[src/rtl/rsc_pkg.sv]
package rsc_pkg;
    typedef enum logic [1:0] {
        PH_POR    = 2'd0,
        PH_WIN    = 2'd1,
        PH_SETTLE = 2'd2,
        PH_RUN    = 2'd3
    } phase_e;

    localparam int CAUSE_W   = 8;
    localparam int C_POR     = 0;
    localparam int C_EXT_H   = 1;
    localparam int C_EXT_S   = 2;
    localparam int C_WDOG    = 3;
    localparam int C_CHK     = 4;
    localparam int C_DBG_H   = 5;
    localparam int C_DBG_S   = 6;
    localparam int C_JTAG    = 7;
endpackage

[src/rtl/rsc_req_arb.sv]
module rsc_req_arb
    import rsc_pkg::*;
(
    input  phase_e              phase,
    input  logic                seq_hard,
    input  logic                retest,
    input  logic                hsense,
    input  logic                ssense,
    input  logic                wdog,
    input  logic                chk,
    input  logic                chk_en,
    input  logic                dbg_h,
    input  logic                dbg_s,
    input  logic                jtag,
    output logic                start_hard,
    output logic                start_soft,
    output logic [CAUSE_W-1:0]  start_cause
);
    logic ext_h_ok, ext_s_ok, open_h, open_s;
    logic [CAUSE_W-1:0] hard_cause, soft_cause;

    always_comb begin
        open_h   = (phase != PH_POR);
        open_s   = (phase == PH_RUN) || (phase == PH_SETTLE) ||
                   ((phase == PH_WIN) && !seq_hard);
        ext_h_ok = hsense && ((phase == PH_RUN) || retest ||
                   ((phase == PH_WIN) && !seq_hard));
        ext_s_ok = ssense && ((phase == PH_RUN) || retest);

        hard_cause = '0;
        if (ext_h_ok)          hard_cause[C_EXT_H] = 1'b1;
        else if (wdog)         hard_cause[C_WDOG]  = 1'b1;
        else if (chk && chk_en) hard_cause[C_CHK]  = 1'b1;
        else if (dbg_h)        hard_cause[C_DBG_H] = 1'b1;

        soft_cause = '0;
        if (ext_s_ok)          soft_cause[C_EXT_S] = 1'b1;
        else if (dbg_s)        soft_cause[C_DBG_S] = 1'b1;
        else if (jtag)         soft_cause[C_JTAG]  = 1'b1;

        start_hard  = open_h && (hard_cause != '0);
        start_soft  = !start_hard && open_s && (soft_cause != '0);
        start_cause = start_hard ? hard_cause :
                      (start_soft ? soft_cause : '0);
    end
endmodule

[src/rtl/rsc_seq_fsm.sv]
module rsc_seq_fsm
    import rsc_pkg::*;
#(
    parameter int WINDOW_CYCLES = 512,
    parameter int SETTLE_CYCLES = 16
) (
    input  logic   clk,
    input  logic   por,
    input  logic   pll_lock,
    input  logic   start_hard,
    input  logic   start_soft,
    output phase_e phase,
    output logic   seq_hard,
    output logic   retest,
    output logic   capture,
    output logic   hrst_drv,
    output logic   srst_drv,
    output logic   running
);
    localparam int MAXC = (WINDOW_CYCLES > SETTLE_CYCLES) ? WINDOW_CYCLES : SETTLE_CYCLES;
    localparam int CW   = (MAXC > 1) ? $clog2(MAXC) : 1;
    localparam logic [CW-1:0] WIN_LOAD = CW'(WINDOW_CYCLES - 1);
    localparam logic [CW-1:0] SET_LOAD = CW'(SETTLE_CYCLES - 1);

    typedef struct packed {
        phase_e        ph;
        logic          hard;
        logic [CW-1:0] cnt;
        logic          hdrv;
        logic          sdrv;
    } fsm_t;

    fsm_t s_d, s_q;
    logic cnt_zero;

    always_comb begin
        cnt_zero = (s_q.cnt == '0);
        retest   = (s_q.ph == PH_SETTLE) && cnt_zero;
        capture  = (s_q.ph == PH_WIN) && s_q.hard && cnt_zero &&
                   !start_hard && !start_soft;

        s_d = s_q;
        if (s_q.ph == PH_POR) begin
            if (pll_lock) begin
                s_d.ph   = PH_WIN;
                s_d.hard = 1'b1;
                s_d.cnt  = WIN_LOAD;
            end
        end else if (start_hard) begin
            s_d.ph   = PH_WIN;
            s_d.hard = 1'b1;
            s_d.cnt  = WIN_LOAD;
        end else if (start_soft) begin
            s_d.ph   = PH_WIN;
            s_d.hard = 1'b0;
            s_d.cnt  = WIN_LOAD;
        end else begin
            unique case (s_q.ph)
                PH_WIN: begin
                    if (cnt_zero) begin
                        s_d.ph  = PH_SETTLE;
                        s_d.cnt = SET_LOAD;
                    end else begin
                        s_d.cnt = s_q.cnt - 1'b1;
                    end
                end
                PH_SETTLE: begin
                    if (cnt_zero) s_d.ph  = PH_RUN;
                    else          s_d.cnt = s_q.cnt - 1'b1;
                end
                default: ;
            endcase
        end
        s_d.hdrv = (s_d.ph == PH_POR) || ((s_d.ph == PH_WIN) && s_d.hard);
        s_d.sdrv = (s_d.ph == PH_POR) || (s_d.ph == PH_WIN);
    end

    always_ff @(posedge clk or posedge por) begin
        if (por) begin
            s_q.ph   <= PH_POR;
            s_q.hard <= 1'b1;
            s_q.cnt  <= '0;
            s_q.hdrv <= 1'b1;
            s_q.sdrv <= 1'b1;
        end else begin
            s_q <= s_d;
        end
    end

    assign phase    = s_q.ph;
    assign seq_hard = s_q.hard;
    assign hrst_drv = s_q.hdrv;
    assign srst_drv = s_q.sdrv;
    assign running  = (s_q.ph == PH_RUN);

    p_hard_needs_soft_r3: assert property (@(posedge clk) disable iff (por)
        hrst_drv |-> srst_drv);
    p_run_released_r5: assert property (@(posedge clk) disable iff (por)
        running |-> (!hrst_drv && !srst_drv));
    p_win_count_bound_r3: assert property (@(posedge clk) disable iff (por)
        (s_q.ph == PH_WIN) |-> (s_q.cnt <= WIN_LOAD));
    p_settle_to_run_r5: assert property (@(posedge clk) disable iff (por)
        (retest && !start_hard && !start_soft) |=> running);
endmodule

[src/rtl/rsc_capture.sv]
module rsc_capture
    import rsc_pkg::*;
#(
    parameter int MODE_W = 2,
    parameter int CFG_W  = 32
) (
    input  logic               clk,
    input  logic               por,
    input  logic               in_por_hold,
    input  logic               capture,
    input  logic               start,
    input  logic [CAUSE_W-1:0] start_cause,
    input  logic [MODE_W-1:0]  mode_pins,
    input  logic [CFG_W-1:0]   data_pins,
    output logic [MODE_W-1:0]  clk_mode,
    output logic [CFG_W-1:0]   cfg_word,
    output logic               cfg_valid,
    output logic [CAUSE_W-1:0] cause
);
    typedef struct packed {
        logic [MODE_W-1:0]  mode;
        logic [CFG_W-1:0]   cfg;
        logic               vld;
        logic [CAUSE_W-1:0] cause;
    } cap_t;

    cap_t c_d, c_q;

    always_comb begin
        c_d = c_q;
        if (in_por_hold) c_d.mode = mode_pins;
        if (capture) begin
            c_d.cfg = data_pins;
            c_d.vld = 1'b1;
        end
        if (start) c_d.cause = start_cause;
    end

    always_ff @(posedge clk or posedge por) begin
        if (por) begin
            c_q.mode  <= '0;
            c_q.cfg   <= '0;
            c_q.vld   <= 1'b0;
            c_q.cause <= CAUSE_W'(1) << C_POR;
        end else begin
            c_q <= c_d;
        end
    end

    assign clk_mode  = c_q.mode;
    assign cfg_word  = c_q.cfg;
    assign cfg_valid = c_q.vld;
    assign cause     = c_q.cause;

    p_cause_onehot_r11: assert property (@(posedge clk) disable iff (por)
        $countones(cause) == 1);
    p_cfg_hold_r4: assert property (@(posedge clk) disable iff (por)
        !capture |=> $stable(cfg_word));
    p_mode_frozen_r2: assert property (@(posedge clk) disable iff (por)
        !in_por_hold |=> $stable(clk_mode));
endmodule

[src/rtl/rst_seq_ctrl.sv]
module rst_seq_ctrl
    import rsc_pkg::*;
#(
    parameter int WINDOW_CYCLES = 512,
    parameter int SETTLE_CYCLES = 16,
    parameter int MODE_W        = 2,
    parameter int CFG_W         = 32
) (
    input  logic              clk,
    input  logic              por_i,
    input  logic              pll_lock_i,
    input  logic [MODE_W-1:0] mode_pins_i,
    input  logic [CFG_W-1:0]  data_pins_i,
    input  logic              hrst_sense_i,
    input  logic              srst_sense_i,
    input  logic              wdog_expire_i,
    input  logic              chkstop_i,
    input  logic              chkstop_rst_en_i,
    input  logic              dbg_hard_req_i,
    input  logic              dbg_soft_req_i,
    input  logic              jtag_rst_i,
    output logic              hrst_drive_o,
    output logic              srst_drive_o,
    output logic [MODE_W-1:0] clk_mode_o,
    output logic [CFG_W-1:0]  cfg_word_o,
    output logic              cfg_valid_o,
    output logic [7:0]        rst_cause_o,
    output logic              running_o
);
    phase_e             phase;
    logic               seq_hard, retest, capture;
    logic               start_hard, start_soft;
    logic [CAUSE_W-1:0] start_cause;

    rsc_req_arb u_arb (
        .phase       (phase),
        .seq_hard    (seq_hard),
        .retest      (retest),
        .hsense      (hrst_sense_i),
        .ssense      (srst_sense_i),
        .wdog        (wdog_expire_i),
        .chk         (chkstop_i),
        .chk_en      (chkstop_rst_en_i),
        .dbg_h       (dbg_hard_req_i),
        .dbg_s       (dbg_soft_req_i),
        .jtag        (jtag_rst_i),
        .start_hard  (start_hard),
        .start_soft  (start_soft),
        .start_cause (start_cause)
    );

    rsc_seq_fsm #(
        .WINDOW_CYCLES (WINDOW_CYCLES),
        .SETTLE_CYCLES (SETTLE_CYCLES)
    ) u_fsm (
        .clk        (clk),
        .por        (por_i),
        .pll_lock   (pll_lock_i),
        .start_hard (start_hard),
        .start_soft (start_soft),
        .phase      (phase),
        .seq_hard   (seq_hard),
        .retest     (retest),
        .capture    (capture),
        .hrst_drv   (hrst_drive_o),
        .srst_drv   (srst_drive_o),
        .running    (running_o)
    );

    rsc_capture #(
        .MODE_W (MODE_W),
        .CFG_W  (CFG_W)
    ) u_cap (
        .clk         (clk),
        .por         (por_i),
        .in_por_hold (phase == PH_POR),
        .capture     (capture),
        .start       (start_hard || start_soft),
        .start_cause (start_cause),
        .mode_pins   (mode_pins_i),
        .data_pins   (data_pins_i),
        .clk_mode    (clk_mode_o),
        .cfg_word    (cfg_word_o),
        .cfg_valid   (cfg_valid_o),
        .cause       (rst_cause_o)
    );

    logic others_idle;
    assign others_idle = !hrst_sense_i && !srst_sense_i && !wdog_expire_i &&
                         !dbg_hard_req_i && !dbg_soft_req_i && !jtag_rst_i;

    p_chk_masked_r8: assert property (@(posedge clk) disable iff (por_i)
        (running_o && chkstop_i && !chkstop_rst_en_i && others_idle)
        |=> (running_o && $stable(rst_cause_o)));
    p_hard_wins_r12: assert property (@(posedge clk) disable iff (por_i)
        (running_o && dbg_hard_req_i && dbg_soft_req_i) |=> hrst_drive_o);
    p_wdog_starts_r7: assert property (@(posedge clk) disable iff (por_i)
        (running_o && wdog_expire_i) |=> (hrst_drive_o && srst_drive_o));
    p_jtag_soft_r9: assert property (@(posedge clk) disable iff (por_i)
        (running_o && jtag_rst_i && !hrst_sense_i && !wdog_expire_i &&
         !(chkstop_i && chkstop_rst_en_i) && !dbg_hard_req_i)
        |=> (srst_drive_o && !hrst_drive_o));
endmodule

[config.mk]
export PLATFORM = sky130hd
export DESIGN_NAME = rst_seq_ctrl
export DESIGN_NICKNAME = d
export VERILOG_FILES = /design/src/rtl/rsc_pkg.sv /design/src/rtl/rsc_req_arb.sv /design/src/rtl/rsc_seq_fsm.sv /design/src/rtl/rsc_capture.sv /design/src/rtl/rst_seq_ctrl.sv
export SDC_FILE = /design/constraint.sdc
export NUM_CORES = 1
export LEC_CHECK = 0
export ABC_AREA = 1
export CORE_ASPECT_RATIO = 0.6
export CORE_MARGIN = 1.5
export CORE_UTILIZATION = 40
export DETAILED_ROUTE_END_ITERATION = 10
export GPL_ROUTABILITY_DRIVEN = 0
export PLACE_DENSITY = 0.8
export SKIP_LAST_GASP = 1
export SLEW_MARGIN = 10
export SYNTH_ARGS = -nofsm -noshare
export SYNTH_HDL_FRONTEND = slang
export SYNTH_SLANG_ARGS = --single-unit
[constraint.sdc]
create_clock -name clk -period 3.47 [get_ports clk]
set_input_delay 0.694 -clock clk [delete_from_list [all_inputs] [get_ports clk]]
set_output_delay 0.694 -clock clk [all_outputs]
set_load 0.02 [all_outputs]
# Yosys cells after proc, flatten, opt, wreduce, memory -nomap -nowiden
# Cells that the tools add are included.
# Widths: inputs -> output; s select.
[totals]
reg_bits = 57
input_bits = 45
out_inout_bits = 46
wordCells = 73
[op_classes]
n_addsub = 1
n_eq_ne = 6
mux = 26
reduce_logical = 31
[ops]
columns = ["cell", "count"]
rows = [
  ["$mux 12", 3],
  ["$mux 9", 3],
  ["$pmux 9 s2", 1],
  ["$mux 8", 2],
  ["$logic_and 1x1->1", 13],
  ["$mux 1", 10],
  ["$mux 2", 5],
  ["$logic_not 9->1", 1],
  ["$sub 9x1->9 const B", 1],
  ["$logic_or 1x1->1", 7],
  ["$ne 5x4->1 const B", 1],
  ["$reduce_bool 5->1", 1],
  ["$eq 2x1->1 const B", 2],
  ["$eq 2x2->1 const B", 2],
  ["$logic_not 2->1", 2],
  ["$pmux 2 s2", 1],
  ["$reduce_bool 4->1", 1],
  ["$logic_not 1->1", 3],
  ["$mux 3", 1],
  ["$reduce_and 3->1", 1],
  ["$reduce_bool 3->1", 1],
  ["$ne 2x2->1 const B", 1],
  ["$reduce_bool 2->1", 1],
]

# Longest topological paths before layout
# Gate-level depths: netlist of run 1.
[logic_depth]
ltp_word = 17
ltp_mapped = 15
depth_no_buf = 14

# Cells and area by module
# From an unflattened synthesis of run 1, not the netlist that was laid out.
[unflattened]
cells_unflattened = 368
hier_area_um2 = 2907.8
[by_module_without_submodules]
columns = ["module", "instances", "cells_per_inst", "area_per_inst_um2", "seq_area_each_um2"]
rows = [
  ["rsc_capture", 1, 182, 1652.8, 1077.3],
  ["rsc_seq_fsm", 1, 144, 1043.5, 354.1],
  ["rsc_req_arb", 1, 38, 196.4, 0.0],
  ["rst_seq_ctrl", 1, 4, 15.0, 0.0],
]

# Worst setup path after synthesis of run 1
# OpenSTA, ideal clock, no wires.
[synth_timing]
path_type = "register to register"
from = "register u_fsm.s_q[2] (netlist name)"
to = "register u_cap.c_q (netlist bit u_cap.cfg_word[10])"
setup_ns = 0.118
arrival_time_ns = 1.835
t_required_ns = 3.352
setup_slack_ns = 1.517
stages_incl_launch_ff = 15
n_path_buf = 2
period_less_slack_ns = 1.953
cell_sequence = "dfrtp_1 -> inv_1 -> ha_1 -> nand2_1 -> nor2_1 -> nand3_2 -> nand2_2 -> nand2_4 -> nand2_4 -> nor2_8 -> o21a_4 -> nand3_4 -> buf_8 -> buf_6 -> o21ai_2"
[synth_between]
elab_chain_len = 13
elab_cells_between_ends = 20
classes_between = "mux: 4; reduce/logical: 16"
[synth_rtl]
columns = ["item", "line", "source"]
rows = [
  ["start, declared", "rsc_seq_fsm.sv:33", "fsm_t s_d, s_q;"],
  ["$logic_not 9->1 *", "rsc_seq_fsm.sv:37", "cnt_zero = (s_q.cnt == '0);"],
  ["$logic_and 1x1->1", "rsc_seq_fsm.sv:38", "retest = (s_q.ph == PH_SETTLE) && cnt_zero;"],
  ["$logic_or 1x1->1", "rsc_req_arb.sv:26, rsc_req_arb.sv:28", ""],
  ["$logic_or 1x1->1", "rsc_req_arb.sv:26", "ext_h_ok = hsense && ((phase == PH_RUN) || retest ||"],
  ["$logic_and 1x1->1", "rsc_req_arb.sv:26", ""],
  ["$mux 1 or $mux 3 (tied branches)", "rsc_req_arb.sv:31", "if (ext_h_ok) hard_cause[C_EXT_H] = 1'b1;"],
  ["$reduce_bool 4->1", "rsc_req_arb.sv:41", "start_hard = open_h && (hard_cause != '0);"],
  ["$logic_and 1x1->1", "rsc_req_arb.sv:41", ""],
  ["$logic_not 1->1", "rsc_req_arb.sv:42, rsc_seq_fsm.sv:40", ""],
  ["$logic_and 1x1->1 (2 in series)", "rsc_req_arb.sv:42", "start_soft = !start_hard && open_s && (soft_cause != '0);"],
  ["$logic_not 1->1", "rsc_seq_fsm.sv:40", "!start_hard && !start_soft;"],
  ["$logic_and 1x1->1 *", "rsc_seq_fsm.sv:40", ""],
  ["end, declared", "rsc_capture.sv:27", "cap_t c_d, c_q;"],
]
# Mark *: on every way between the ends. The rest lies on a longest branch, timed or not.
# A chain may end at the register's enable or synchronous reset.

# Worst setup path after layout of run 1
[layout_timing]
from = "register u_fsm.s_q[2] (netlist name)"
to = "register u_cap.c_q (netlist bit u_cap.cfg_word[6])"
# The elaborated chain is that of the path after synthesis.

==> impl_metrics.ini, run 1 <==
[clock_network]
clock_latency_ns = 0.31
postCtsSetupBuffers = 0
cts.path.max_buffers = 2
cts_resized = 0
htree_num_levels = 3
holdBufCountCts = 0
cts_buffers = 9
cts_tree = yes
root_buffer = clkbuf_16
cts_num_sinks = 57
path_clk_slew_ns = 0.05

[route]
totalWireLength_mm = 7.28
drtPass1Iterations = 5
antenna_left = 0
drc = 0
viasPerCell = 4.72
wl_per_cell_um = 13.1
vias = 2613
first_iter_violations = 205

[worst_setup_path]
cpPeakStageDelay_ns = 0.68
cp.depth = 14
cp_top_family = simple AND/OR/NAND/NOR gates
r2r_cells = 14
crit_path_end_kind = flop
cp_data_required_time_ns = 3.70
r2r_slack_ns = 0.43
cp.arrival_ns = 3.26
slowest_stage = buf_4
critPathKind = reg2reg
r2r_end = u_cap.cfg_word[6]$_DFFE_PP0P_
path_max_fanout = 65
r2r_start = u_fsm.s_q[2]$_DFFE_PP0P_
crit_path_cell_trace = inv_1 -> ha_1 -> nand2_1 -> nor2_1 -> nand3_2 -> nand3_1 -> nand2_2 -> nand3_1 -> nand2_2 -> o21a_4 -> nand3_4 -> buf_4 -> nand2_1 -> o21ai_2
start_kind = flop
timing.critical_path.buf_inv = 2

[global_route]
antenna_found_initial = 0
overflow = 0
grt_max_degree = 66
grt_pass1_wl_mm = 12.0
grt_pass1_vias = 2521
grt_usage_pct = 18.9

[sta]
hold_viol = 0
worst_slew_pin_slew_ns = 0.907
max_freq_mhz = 329
setup_ws_ns = 0.432
period_share_pct = 87.5
fin_skew_ns = 0.00606
whs_ns = 0.455
rsz0062_at_grt = no
finalCriticalPeriod_ns = 3.04
fin_setup_tns_ns = 0
slew_headroom_pct = 39.5
final_max_slew_viol_count = 0
setup_viol = 0

[job]
drv_cap = 0

[pwr]
ir_worst_vdd_uv = 281
p_per_area_mw_per_mm2 = 426
leakagePower_uw = 0.00211

[finish]
finish.instance_area_mm2 = 0.00437
num_antenna_cells = 0
mostFrequentLayoutCell = nand2_1
fill_cells = 661
area_growth_pct = 42.1
final_cell_mix = nand2_1 (93), clkdlybuf4s50_1 (90), inv_1 (54), dfrtp_1 (53), o21ai_2 (32)
nets = 496
final_util_pct = 59.4
drive_above_1_share_pct = 18.2

[yosys]
synth.distinct_cells = 37
syn-num-nets = 403
yosysTopAreaCellShare_pct = 43.1
ys.flop_type = dfrtp_1
synth-seq-cells = 57
synth_cells = 352
synth_edf_count = 0
synthTopCellsByArea = dfrtp_1 (43%), nand2_1 (11%), o21ai_2 (9.1%)
avgSynthCellArea_um2 = 8.74
syn-cell-area_mm2 = 0.00308
yosys_warnings = 0
yosysSeqAreaShare_pct = 46.5
ys_async_sr_fraction_pct = 100
yosysTopAreaCell = dfrtp_1

[die]
die_w_um = 116
dieArea_mm2 = 0.00824
io_pins = 91
fp.dieH_um = 70.9
num_rows = 24
start_util_pct = 41.8
coreArea_mm2 = 0.00736

[place]
dp_hpwl_mm = 5.36
port_buffers = 90
pre_cts_ws_ns = 0.522
placed_area_mm2 = 0.00403

[status]
run_status = completed

[hold_path]
hold_depth = 2
min_from = u_cap.cause[0]$_DFFE_PP1P_
holdPathEnd = u_cap.cause[0]$_DFFE_PP1P_
hp-class = reg2reg
[worst min-delay path: stages, from the launching register on]
cell and delay, ns:
dfstp_2 0.37, inv_1 0.05, nor2_1 0.04
[power breakdown]
part | switching, uW | internal [uW] | leakage (uW)
combinational | 86.0 | 86.0 | 0.00122
clock | 279 | 715 | 0.000172
sequential | 10.6 | 683 | 0.000714
total | 375 | 1480 | 0.00211
[how the worst max path moves through the flow]
stage               slack [ns]                startpoint                              to
finish                    0.43  u_fsm.s_q[2]$_DFFE_PP0P_   u_cap.cfg_word[6]$_DFFE_PP0P_
global route              0.18  u_fsm.s_q[2]$_DFFE_PP0P_   u_cap.cfg_word[9]$_DFFE_PP0P_
CTS                       0.48  u_fsm.s_q[2]$_DFFE_PP0P_  u_cap.cfg_word[17]$_DFFE_PP0P_
detailed placement        0.52          chkstop_rst_en_i  u_cap.cfg_word[29]$_DFFE_PP0P_
global placement          0.61                 chkstop_i   u_cap.cfg_word[9]$_DFFE_PP0P_
floorplan                 1.38                     por_i      u_cap.cause[1]$_DFFE_PP0P_
[cell families after synthesis]
kind of cell / share of synthesized area [%]
AND/OR/NAND/NOR: 24.9
buffers and inverters: 10.9
adder cells (fa/ha/maj): 2.44
XOR/XNOR: 0.570
flip-flops: 46.5
AO/OA/AOI/OAI: 14.7
[cells in the mapped netlist, drive strengths merged, types with 2 or more instances]
cell type / number
xor2: 2
o21ai: 42
nor2: 14
dfrtp: 53
nand4: 4
nand3: 25
o211ai: 8
inv: 61
nand2: 107
clkbuf: 3
nor3: 4
a21oi: 2
buf: 8
dfstp: 4
ha: 6
[state kept, by name (all words and copies together) (netlist names)]
register         flops
u_cap.cause          8
u_cap.cfg_valid      1
u_cap.cfg_word      32
u_cap.clk_mode       2
u_fsm.hrst_drv       1
u_fsm.phase          2
u_fsm.s_q            9
u_fsm.seq_hard       1
u_fsm.srst_drv       1
[stage by stage]
stage / instances / power [uW]
after floorplan: 352 / 784
after global placement: 538 / 872
after detailed placement: 538 / 877
after CTS: 554 / 1890
after global routing: 554 / 1940
final: 554 / 1860
[cell type report]
class | instances | area (um^2) | share of cell area (%)
sequential | 57 | 1430 | 32.8
multi-input combinational | 222 | 1310 | 29.9
timing repair buffer | 93 | 923 | 21.1
clock buffer | 10 | 239 | 5.47
inverter | 62 | 233 | 5.32
tap | 104 | 130 | 2.98
clock inverter | 6 | 105 | 2.40
[routing by layer]
layer  part of all wire, %  global-route usage, %  routed length (um)  vias up
met5                     0                      0                   0        -
met3                   7.4                   4.54                 539        4
met1                    48                   26.7                3490     1191
li1                      -                      -                   -     1300
met4                  0.93                   7.59                  68        0
met2                    44                   27.9                3180      118
Power figures use the tool's default switching activity.
==> run 2: changes to the inputs <==
- SLEW_MARGIN: 10 -> default
==> results of run 2 <==
No change in the layout: final DEF, timing and power equal those of run 1.
